**src/rtl/prs_pkg.sv**
```systemverilog
package prs_pkg;
  localparam int PRS_W     = 5;
  localparam int LEGAL_MAX = 7;
  localparam int RST_CODE  = 1;
  typedef logic [PRS_W-1:0] prs_t;
endpackage

```
**src/rtl/prs_decode.sv**
```systemverilog
module prs_decode #(
  parameter int W         = prs_pkg::PRS_W,
  parameter int LEGAL_MAX = prs_pkg::LEGAL_MAX
) (
  input  logic         clk_i,
  input  logic         rst_ni,
  input  logic [W-1:0] code_i,
  output logic [W-1:0] eff_o,
  output logic         reserved_o
);
  localparam logic [W-1:0] MaxCode = W'(LEGAL_MAX);

  logic is_rsv;
  assign is_rsv = code_i > MaxCode;
  assign eff_o  = is_rsv ? MaxCode : code_i;

  always_ff @(posedge clk_i or negedge rst_ni) begin
    if (!rst_ni) reserved_o <= 1'b0;
    else         reserved_o <= is_rsv;
  end

  a_r4_flag_set: assert property (@(posedge clk_i) disable iff (!rst_ni)
    (code_i > MaxCode) |=> reserved_o);
  a_r4_flag_clr: assert property (@(posedge clk_i) disable iff (!rst_ni)
    (code_i <= MaxCode) |=> !reserved_o);
endmodule

```
**src/rtl/prs_modcnt.sv**
```systemverilog
module prs_modcnt #(
  parameter int W         = prs_pkg::PRS_W,
  parameter int LEGAL_MAX = prs_pkg::LEGAL_MAX,
  parameter int RST_CODE  = prs_pkg::RST_CODE
) (
  input  logic         clk_i,
  input  logic         rst_ni,
  input  logic [W-1:0] eff_i,
  output logic         wrap_o
);
  logic [W-1:0] cnt_q, lim_q;

  assign wrap_o = (cnt_q == lim_q);

  // limit reloads only on wrap: running half-period keeps its length
  always_ff @(posedge clk_i or negedge rst_ni) begin
    if (!rst_ni) begin
      cnt_q <= '0;
      lim_q <= W'(RST_CODE);
    end else if (wrap_o) begin
      cnt_q <= '0;
      lim_q <= eff_i;
    end else begin
      cnt_q <= cnt_q + 1'b1;
    end
  end

  a_r6_lim_hold: assert property (@(posedge clk_i) disable iff (!rst_ni)
    !wrap_o |=> $stable(lim_q));
  a_r6_cnt_bound: assert property (@(posedge clk_i) disable iff (!rst_ni)
    cnt_q <= lim_q);
  a_r5_lim_legal: assert property (@(posedge clk_i) disable iff (!rst_ni)
    lim_q <= W'(LEGAL_MAX));
endmodule

```
**src/rtl/prs_toggle.sv**
```systemverilog
module prs_toggle (
  input  logic clk_i,
  input  logic rst_ni,
  input  logic wrap_i,
  output logic div_clk_o,
  output logic tick_o
);
  always_ff @(posedge clk_i or negedge rst_ni) begin
    if (!rst_ni) begin
      div_clk_o <= 1'b0;
      tick_o    <= 1'b0;
    end else begin
      if (wrap_i) div_clk_o <= ~div_clk_o;
      tick_o <= wrap_i & ~div_clk_o;
    end
  end

  a_r3_tick_rise: assert property (@(posedge clk_i) disable iff (!rst_ni)
    tick_o |-> (div_clk_o && !$past(div_clk_o)));
  a_r3_rise_tick: assert property (@(posedge clk_i) disable iff (!rst_ni)
    $rose(div_clk_o) |-> tick_o);
endmodule

```
**src/rtl/prs_clkgen.sv**
```systemverilog
module prs_clkgen #(
  parameter int W         = prs_pkg::PRS_W,
  parameter int LEGAL_MAX = prs_pkg::LEGAL_MAX,
  parameter int RST_CODE  = prs_pkg::RST_CODE
) (
  input  logic         clk_i,
  input  logic         rst_ni,
  input  logic [W-1:0] prescale_i,
  output logic         div_clk_o,
  output logic         tick_o,
  output logic         reserved_o
);
  logic [W-1:0] eff;
  logic         wrap;

  prs_decode #(.W(W), .LEGAL_MAX(LEGAL_MAX)) i_decode (
    .clk_i, .rst_ni, .code_i(prescale_i), .eff_o(eff), .reserved_o
  );

  prs_modcnt #(.W(W), .LEGAL_MAX(LEGAL_MAX), .RST_CODE(RST_CODE)) i_modcnt (
    .clk_i, .rst_ni, .eff_i(eff), .wrap_o(wrap)
  );

  prs_toggle i_toggle (
    .clk_i, .rst_ni, .wrap_i(wrap), .div_clk_o, .tick_o
  );

  a_r1_reset_low: assert property (@(posedge clk_i)
    !rst_ni |-> (!div_clk_o && !tick_o && !reserved_o));
endmodule

```
**config.mk**
```make
export PLATFORM = sky130hd
export DESIGN_NAME = prs_clkgen
export DESIGN_NICKNAME = d
export VERILOG_FILES = /design/src/rtl/prs_pkg.sv /design/src/rtl/prs_decode.sv /design/src/rtl/prs_modcnt.sv /design/src/rtl/prs_toggle.sv /design/src/rtl/prs_clkgen.sv
export SDC_FILE = /design/constraint.sdc
export NUM_CORES = 1
export LEC_CHECK = 0
export CAP_MARGIN = 20
export CORE_MARGIN = 5
export CORE_UTILIZATION = 40
export DETAILED_ROUTE_END_ITERATION = 12
export HOLD_SLACK_MARGIN = 0.1
export SLEW_MARGIN = 20
export SYNTH_ARGS = -nofsm -noshare
export SYNTH_HDL_FRONTEND = slang
export SYNTH_SLANG_ARGS = --single-unit
```
**constraint.sdc**
```tcl
create_clock -name clk_i -period 2.13 [get_ports clk_i]
set_clock_uncertainty 0.2 [all_clocks]
set_input_delay 0.213 -clock clk_i [delete_from_list [all_inputs] [get_ports clk_i]]
set_output_delay 0.213 -clock clk_i [all_outputs]
set_load 0.01 [all_outputs]
```
**Word level (Yosys, flattened, before mapping)**

Index checks and enable logic that the tools add are counted.

- Logic and storage cells: 12
- Input port bits: 7
- Register bits: 13
- Output and inout bits: 3

- Mux-type cells: 2
- Order comparisons: 1
- $add $sub $neg: 1
- Bitwise logic cells: 2
- Eq/ne operators: 1

Operators by type and width:

| operator | number |
|---|---|
| two-way mux 5 bit | 2 |
| adder 5 x 1 -> 5 bit, second input constant | 1 |
| == test 5 bit | 1 |
| greater-than comparator 5 x 3 -> 1 bit, second input constant | 1 |
| AND 1 bit | 1 |
| inverter 1 bit | 1 |

**Logic depth before layout (Yosys ltp)**

Gate-level depths: netlist (run 1).

- Word-level depth: 2
- Depth in mapped cells: 5
- Gate-level depth less buffers: 4

**Cells and area by module**

A second synthesis (run 1) with hierarchy kept.

- Cell total of the unflattened synthesis: 49
- Area, all modules: 598.1 sq um

By module, submodules not included:

| module | instances | seq. area each (sq um) | cells an instance | area each (sq um) |
|---|---|---|---|---|
| prs_modcnt | 1 | 251.5 | 37 | 461.7 |
| prs_decode | 1 | 25.0 | 8 | 68.8 |
| prs_toggle | 1 | 50.0 | 4 | 67.6 |

**Worst setup path before layout (run 1)**

OpenSTA, ideal clock, no wires.

- Path kind: register to register
- From: reg i_modcnt.cnt_q[1]
- To: reg i_toggle.div_clk_o
- Path buffers: 1
- Arrival time: 1.372 ns
- Required time: 1.855 ns
- Setup time: 0.075 ns
- Stages on the path, launching flop included: 6
- Slack: 0.483 ns
- Clock period less this slack: 1.647 ns
- Cell sequence: dfrtp_1 -> xor2_1 -> nor4_4 -> and2_1 -> buf_6 -> xor2_2

- Cells in the longest elaborated chain, start to end: 1

Ends and longest elaborated chain:

| what | line | text |
|---|---|---|
| from (decl) | prs_modcnt.sv:11 | `logic [W-1:0] cnt_q, lim_q;` |
| from (signal assigned) | prs_modcnt.sv:24 | `cnt_q <= cnt_q + 1'b1;` |
| == test 5 bit | prs_modcnt.sv:13 | `assign wrap_o = (cnt_q == lim_q);` |
| to (signal assigned) | prs_toggle.sv:13 | `if (wrap_i) div_clk_o <= ~div_clk_o;` |
| to (decl) | prs_toggle.sv:5 | `output logic div_clk_o,` |

No other way between the ends.
A chain may end at the register's enable or synchronous reset.

**Worst setup path in the final report (run 1)**

- From: reg i_modcnt.cnt_q[1]
- To: reg i_toggle.tick_o

- Cells in the longest elaborated chain, start to end: 2

Ends and longest elaborated chain:

| what | line | text |
|---|---|---|
| == test 5 bit | prs_modcnt.sv:13 |  |
| AND 1 bit | prs_toggle.sv:14 | `tick_o <= wrap_i & ~div_clk_o;` |
| to (signal assigned) | prs_toggle.sv:14 |  |
| to (decl) | prs_toggle.sv:6 | `output logic tick_o` |

No other way between the ends.

==> impl_metrics.sql, run 1 <==
INSERT INTO impl_metrics (metric_group, metric, value, unit) VALUES
('sta', 'setup_viol', '0', ''),
('worst_setup_path', 'slowest_stage', 'sky130_fd_sc_hd__dfrtp_1', ''),
('worst_setup_path', 'dominant_delay_contributor_by_cell_family_on_the_critical_path', 'simple AND/OR/NAND/NOR gates', ''),
('drt', 'drt_iter0_markers', '5', ''),
('clock_tree', 'tritoncts_buffers', '3', ''),
('placement', 'setup_slack_placement', '0.404', 'ns'),
('sta', 'tightestPinTransition', '0.577', 'ns'),
('synth', 'synth-edff-count', '0', ''),
('clock_tree', 'htree_levels', '1', ''),
('drt', 'antenna_violating_nets_left', '0', ''),
('worst_setup_path', 'critPathArrivalTime', '1.74', 'ns'),
('outcome', 'run_status', 'finished, final reports clean', ''),
('synth', 'muxShareOfSynthArea', '0', ''),
('worst_setup_path', 'cp_slowest_stage_delay', '0.41', 'ns'),
('floorplan', 'initial_core_util', '0.432', ''),
('sta', 'max_slew_margin', '0.614', ''),
('floorplan', 'dieWidth', '47.9', 'um'),
('cells_and_area', 'post_route_cells_drive_above_1_share', '0.148', ''),
('cells_and_area', 'final-instance-count-excl-fill', '76', ''),
('hold_path', 'min-delay-path-class', 'input pin to asynchronous set/reset pin', ''),
('worst_setup_path', 'worst-path-buf-inv', '0', ''),
('worst_setup_path', 'timing.setup.critical_path_class', 'register to register', ''),
('synth', 'synth_flop_cell', 'sky130_fd_sc_hd__dfrtp_1', ''),
('floorplan', 'die_h', '47.9', 'um'),
('power_and_ir_drop', 'seq_power_share', '0.454', ''),
('clock_tree', 'tritoncts', 'yes', ''),
('power_and_ir_drop', 'cellPowerDensity', '1270', 'nW/um^2'),
('floorplan', 'die_area', '2300', 'sq um'),
('sta', 'rsz0062_at_grt', 'no', ''),
('synth', 'synthCells', '48', ''),
('power_and_ir_drop', 'static-leakage-power', '0.294', 'nW'),
('sta', 'finalCritPeriodShare', '0.811', ''),
('drt', 'detail_route.vias_per_cell', '4.88', ''),
('floorplan', 'rows', '13', ''),
('power_and_ir_drop', 'power_switching', '0.322', 'mW'),
('synth', 'yosys.cell_count.top_type', 'sky130_fd_sc_hd__dfrtp_1', ''),
('synth', 'synth_simple_gate_area_share', '0.157', ''),
('synth', 'ys_top_cells_by_count', '12 x sky130_fd_sc_hd__dfrtp_1, 6 x sky130_fd_sc_hd__a21oi_1, 6 x sky130_fd_sc_hd__nor2_1', ''),
('flow_run', 'max_cap_viol_count', '0', ''),
('synth', 'synth.yosys.seq_area_share', '0.567', ''),
('clock_tree', 'clkSinkCount', '13', ''),
('clock_tree', 'cts_root_buf', 'sky130_fd_sc_hd__clkbuf_4', ''),
('power_and_ir_drop', 'vdd.ir_drop.worst', '0.640', 'mV'),
('synth', 'synth.cell_area', '576', 'sq um'),
('synth', 'fraction_of_the_mapped_netlist_area_in_compound_gates', '0.0935', ''),
('synth', 'ys.warnings.count', '0', ''),
('synth', 'synth_seq_cells', '13', ''),
('global_route', 'total_global_route_track_usage', '0.0989', ''),
('synth', 'postSynth.asyncResetShare', '1.00', ''),
('synth', 'synth_area_leaders', 'sky130_fd_sc_hd__dfrtp_1 52%, sky130_fd_sc_hd__xor2_1 7.6%, sky130_fd_sc_hd__a21oi_1 5.2%', ''),
('placement', 'placedCellCount', '72', ''),
('synth', 'synth_top_family_by_area', 'simple AND/OR/NAND/NOR gates', ''),
('placement', 'port_buffers', '9', ''),
('cells_and_area', 'areaGrowthSynthToFinish', '22.8', '%'),
('global_route', 'antenna_found_initial', '0', ''),
('worst_setup_path', 'critical_path_peak_fanout', '10', ''),
('sta', 'min_period', '1.73', 'ns'),
('clock_tree', 'quantity_of_gates_resized_following_cts', '0', ''),
('sta', 'fmax', '579', 'MHz'),
('clock_tree', 'holdBufCountCts', '0', ''),
('sta', 'finalWorstSetupSlack', '0.403', 'ns'),
('clock_tree', 'post-cts-setup-buffer-count', '0', ''),
('sta', 'count_of_final_hold_check_violations', '0', ''),
('drt', 'postRouteWirelength', '922', 'um'),
('sta', 'drv_slew', '0', ''),
('global_route', 'first_pass_grt_wire_length', '1.56', 'mm'),
('clock_tree', 'worst_setup_hold_path_clk_slew', '0.08', 'ns'),
('sta', 'final.setup.tns', '0', 'ns'),
('synth', 'synth.lib_cells_used.distinct', '20', ''),
('synth', 'synthDominantCellAreaShare', '0.522', ''),
('synth', 'synth_xor_area_frac', '0.135', '');
-- power by group through the flow --
stage,sequential [mW],clock (mW),combinational [mW]
3_3_place_gp,0.412,0,0.345
2_1_floorplan,0.404,0,0.265
5_1_grt,0.420,0.168,0.383
6_report,0.408,0.151,0.340
4_1_cts,0.410,0.157,0.346
3_5_place_dp,0.413,0,0.344
-- flip-flops by register name, indices dropped and copies added (netlist names) --
signal / flops
i_decode.reserved_o: 1
i_modcnt.cnt_q: 5
i_toggle.div_clk_o: 1
i_toggle.tick_o: 1
i_modcnt.lim_q: 5
-- cells in the final DEF, fill, tap and decap left out, drive strengths merged --
cell type / count
xnor2: 2
nand2: 1
nor2: 6
nor4: 1
nand3: 2
dfrtp: 12
a21boi: 1
inv: 1
dfstp: 1
a211oi: 1
clkbuf: 4
and2: 1
or2: 1
and2b: 1
clkdlybuf4s50: 9
xor2: 6
a31o: 1
nor2b: 2
a21oi: 6
ha: 1
buf: 1
-- routing by layer --
layer,share of wire,track usage,vias up
li1,-,-,182
met4,0.0087,0.0161,0
met5,0,0,-
met3,0.086,0.0602,3
met1,0.47,0.127,175
met2,0.44,0.145,11
-- worst paths after layout --
check	endpoint	depth (start not counted)	slack [ns]	startpoint
max	i_toggle.tick_o	4	0.40	i_modcnt.cnt_q[1]
min	i_modcnt.cnt_q[2]	1	0.1	rst_ni
max reg2reg	i_toggle.tick_o	4	0.40	i_modcnt.cnt_q[1]
min reg2reg	i_modcnt.cnt_q[0]	1	0.32	i_modcnt.cnt_q[0]
max in group asynchronous	i_modcnt.lim_q[0]	1	1.25	rst_ni
min in group clk_i	i_modcnt.cnt_q[0]	1	0.32	i_modcnt.cnt_q[0]
-- through the flow --
stage,cell area (sq um),hold WS [ns],power [mW],util
after global routing,707,0.148,0.971,0.530
after global placement,681,0.310,0.757,0.510
after CTS,707,0.119,0.913,0.530
final,707,0.0969,0.899,0.530
after floorplan,576,-0.283,0.670,-
after detailed placement,681,0.307,0.757,0.510
-- layout make-up --
cell class	count	area, sq um
clock buffer	4	26.3
fill	122	627
inverter	1	3.75
multi-input combinational	33	234
sequential	13	327
tap	15	18.8
timing repair buffer	10	97.6
-- cell families (layout without fill, tap and decap cells) --
family                   Yosys count  in the layout
AO/OA/AOI/OAI                      9              9
XOR/XNOR                           8              8
adder cells (fa/ha/maj)            1              1
buffers and inverters              2             15
flip-flops                        13             13
AND/OR/NAND/NOR                   15             15
Note: power is estimated with default switching activity, not from simulation.
==> run 2, diff against run 1 <==
--- a/config.mk
+++ b/config.mk
@@ -10,6 +10,7 @@
 export CORE_UTILIZATION = 40
 export DETAILED_ROUTE_END_ITERATION = 12
 export HOLD_SLACK_MARGIN = 0.1
+export PLACE_DENSITY = 0.66
 export SLEW_MARGIN = 20
 export SYNTH_ARGS = -nofsm -noshare
 export SYNTH_HDL_FRONTEND = slang
==> constraint.sdc (replaced) <==
create_clock -name clk_i -period 1.5 [get_ports clk_i]
set_clock_uncertainty 0.2 [all_clocks]
set_input_delay 0.15 -clock clk_i [delete_from_list [all_inputs] [get_ports clk_i]]
set_output_delay 0.15 -clock clk_i [all_outputs]
set_load 0.01 [all_outputs]
==> impl_metrics.sql, run 2 (synthesis results as in run 1) <==
INSERT INTO impl_metrics (metric_group, metric, value, unit) VALUES
('outcome', 'run_status', 'finished, violations left', ''),
('outcome', 'failing_checks', 'negative setup slack', ''),
('worst_setup_path', 'crit_chain', 'xor2_1 > nor4_4 > buf_4 > nand2_1 > a31o_2', ''),
('sta', 'min_period', '1.63', 'ns'),
('global_route', 'total_global_route_track_usage', '0.122', ''),
('worst_setup_path', 'required', '1.48', 'ns'),
('worst_setup_path', 'critPathArrivalTime', '1.61', 'ns'),
('cells_and_area', 'reg.largest.list', 'i_modcnt.cnt_q x5, i_modcnt.lim_q x5', ''),
('clock_tree', 'htree_levels', '1', ''),
('sta', 'fin_hold_ws', '0.236', 'ns'),
('drt', 'postRouteWirelength', '1.05', 'mm'),
('cells_and_area', 'num-fill-cells', '115', ''),
('sta', 'max_slew_margin', '0.814', ''),
('cells_and_area', 'antenna_cells_inserted', '0', ''),
('floorplan', 'io_pins', '10', ''),
('sta', 'tightestPinTransition', '0.278', 'ns'),
('worst_setup_path', 'timing.setup.critical_path_class', 'register to register', ''),
('power_and_ir_drop', 'cellPowerDensity', '1810', 'nW/um^2'),
('drt', 'antenna_violating_nets_left', '0', ''),
('global_route', 'maximum_number_of_pins_on_one_net_before_global_route_repair', '14', ''),
('clock_tree', 'cts_root_buf', 'sky130_fd_sc_hd__clkbuf_4', ''),
('sta', 'drv_slew', '0', ''),
('power_and_ir_drop', 'clockPowerShare', '0.151', ''),
('clock_tree', 'clock_network_latency_to_the_later_pin_of_the_worst_skew_pair', '0.28', 'ns'),
('cells_and_area', 'areaGrowthSynthToFinish', '38.5', '%'),
('floorplan', 'die_h', '47.9', 'um'),
('placement', 'setup_slack_placement', '-0.131', 'ns'),
('sta', 'finalCritPeriodShare', '1.09', ''),
('power_and_ir_drop', 'power_switching', '0.506', 'mW'),
('sta', 'setup_viol', '11', ''),
('floorplan', 'dieWidth', '47.9', 'um'),
('drt', 'detail_route.vias_per_cell', '4.79', ''),
('placement', 'gp_congestion', '0.741', ''),
('power_and_ir_drop', 'combinationalPowerShare', '0.460', ''),
('clock_tree', 'clockBufferDepth', '2', ''),
('worst_setup_path', 'critical_path_capture_point_type', 'register', ''),
('drt', 'remaining_drc_errors', '0', ''),
('placement', 'port_buffers', '9', ''),
('sta', 'finalWorstSetupSlack', '-0.129', 'ns'),
('drt', 'drt-wirelength-per-cell', '12.4', 'um'),
('hold_path', 'min-delay-path-class', 'input pin to register', ''),
('cells_and_area', 'mostFrequentLayoutCells', '12 x sky130_fd_sc_hd__dfrtp_1, 8 x sky130_fd_sc_hd__buf_4, 6 x sky130_fd_sc_hd__nor2_1, 6 x sky130_fd_sc_hd__a21oi_1, 6 x sky130_fd_sc_hd__clkdlybuf4s50_1', ''),
('power_and_ir_drop', 'static-leakage-power', '0.361', 'nW'),
('power_and_ir_drop', 'p_int', '0.940', 'mW'),
('global_route', 'grt.overflow.total', '0', ''),
('sta', 'fmax', '614', 'MHz'),
('worst_setup_path', 'critical_path_peak_fanout', '6', ''),
('worst_setup_path', 'cp_slowest_stage_delay', '0.39', 'ns'),
('worst_setup_path', 'slowest_stage', 'sky130_fd_sc_hd__dfrtp_1', ''),
('clock_tree', 'clkSinkCount', '13', ''),
('power_and_ir_drop', 'vdd.ir_drop.worst', '1.07', 'mV'),
('power_and_ir_drop', 'net_switching_fraction_of_the_power', '0.350', ''),
('global_route', 'antenna_found_initial', '0', ''),
('global_route', 'first_pass_grt_wire_length', '1.83', 'mm'),
('drt', 'routed_vias', '407', ''),
('floorplan', 'rows', '13', ''),
('floorplan', 'initial_core_util', '0.432', ''),
('flow_run', 'max_cap_viol_count', '0', ''),
('drt', 'drt_pass1_iterations', '3', ''),
('clock_tree', 'tritoncts', 'yes', ''),
('global_route', 'vias_in_the_first_global_route', '442', ''),
('placement', 'postPlaceCellArea', '753', 'sq um'),
('sta', 'count_of_final_hold_check_violations', '0', ''),
('floorplan', 'design.core.area', '1330', 'sq um'),
('floorplan', 'die_area', '2300', 'sq um'),
('power_and_ir_drop', 'seq_power_share', '0.388', ''),
('drt', 'drt_iter0_markers', '3', ''),
('worst_setup_path', 'setup.worst_path.start_class', 'register', ''),
('sta', 'rsz0062_at_grt', 'yes', ''),
('cells_and_area', 'finalInstanceArea', '797', 'sq um'),
('cells_and_area', 'most_frequent_standard_cell_in_the_layout_excluding_fill_and_tap_cells', 'sky130_fd_sc_hd__dfrtp_1', ''),
('cells_and_area', 'finalNetCount', '79', ''),
('clock_tree', 'worst_setup_hold_path_clk_slew', '0.08', 'ns'),
('cells_and_area', 'post_route_cells_drive_above_1_share', '0.257', ''),
('placement', 'hpwl', '824', 'um'),
('clock_tree', 'tritoncts_buffers', '3', '');
## run 2: path summary, 6_finish.rpt
kind / slack, ns / start / cells past startpoint / end
worst max-delay path: -0.13 / i_modcnt.cnt_q[1] / 5 / i_modcnt.cnt_q[4]
worst max register to register: -0.13 / i_modcnt.cnt_q[1] / 5 / i_modcnt.cnt_q[4]
worst min-delay path: 0.24 / prescale_i[0] / 3 / i_modcnt.lim_q[0]
max in group asynchronous: 0.36 / rst_ni / 3 / i_modcnt.lim_q[0]
min in group asynchronous: 0.50 / rst_ni / 3 / i_modcnt.lim_q[1]
worst min register to register: 0.32 / i_toggle.div_clk_o / 1 / i_toggle.div_clk_o
## run 2: power groups by stage
stage	Clock, mW	Combinational [mW]	Sequential, mW
6_report	0.219	0.666	0.562
3_5_place_dp	0	0.677	0.563
3_3_place_gp	0	0.657	0.559
4_1_cts	0.229	0.677	0.561
2_1_floorplan	0	0.377	0.574
5_1_grt	0.240	0.739	0.577
## run 2: final cells by class
| cell class | instances | area [sq um] | area share |
|---|---|---|---|
| flip-flops and latches | 13 | 327 | 0.410 |
| multi-input cells | 33 | 241 | 0.303 |
| repair buffers | 19 | 180 | 0.226 |
| clock buffers | 4 | 26.3 | 0.0330 |
| well taps | 15 | 18.8 | 0.0235 |
| inverters | 1 | 3.75 | 0.00471 |
## run 2: repair_timing
| action | 4_1_cts | 5_1_grt |
|---|---|---|
| endpoints found under the hold margin | 12 | 0 |
| pin swaps | 0 | 0 |
| setup buffers | 0 | 0 |
| resized for setup | 3 | 1 |
| hold buffers | 1 | 0 |
| setup endpoints to repair | 13 | 13 |
| cloned | 0 | 0 |
## run 2: metrics by stage
stage | power (mW) | util | TNS [ns] | std cells
floorplan | 0.951 | - | -1.31 | 48
global placement | 1.22 | 0.565 | -0.663 | 80
detailed placement | 1.24 | 0.565 | -0.908 | 80
CTS | 1.47 | 0.596 | -1.03 | 85
global route | 1.55 | 0.598 | -2.11 | 85
finish | 1.45 | 0.598 | -0.932 | 85
## run 2: critical path: cells and delay by family, from the launching register on
family / cells / cell delay (ns)
AO/OA/AOI/OAI: 1 / 0.24
XOR/XNOR: 1 / 0.19
buffers and inverters: 1 / 0.18
flip-flops: 1 / 0.39
AND/OR/NAND/NOR: 2 / 0.34
## run 2: routing by layer
layer,vias up,routed length [um],track usage
met4,0,10,0.0484
met3,2,43,0.0564
met1,200,440,0.134
met2,5,556,0.203
met5,-,0,0
li1,200,-,-
==> run 3, diff against run 2 <==
--- a/config.mk
+++ b/config.mk
@@ -5,7 +5,8 @@
 export SDC_FILE = /design/constraint.sdc
 export NUM_CORES = 1
 export LEC_CHECK = 0
-export CAP_MARGIN = 20
+export ABC_CLOCK_PERIOD_IN_PS = 1500
+export CAP_MARGIN = 10
 export CORE_MARGIN = 5
 export CORE_UTILIZATION = 40
 export DETAILED_ROUTE_END_ITERATION = 12
==> results of run 3 <==
The final DEF is identical to that of run 2; final timing and power are the same.
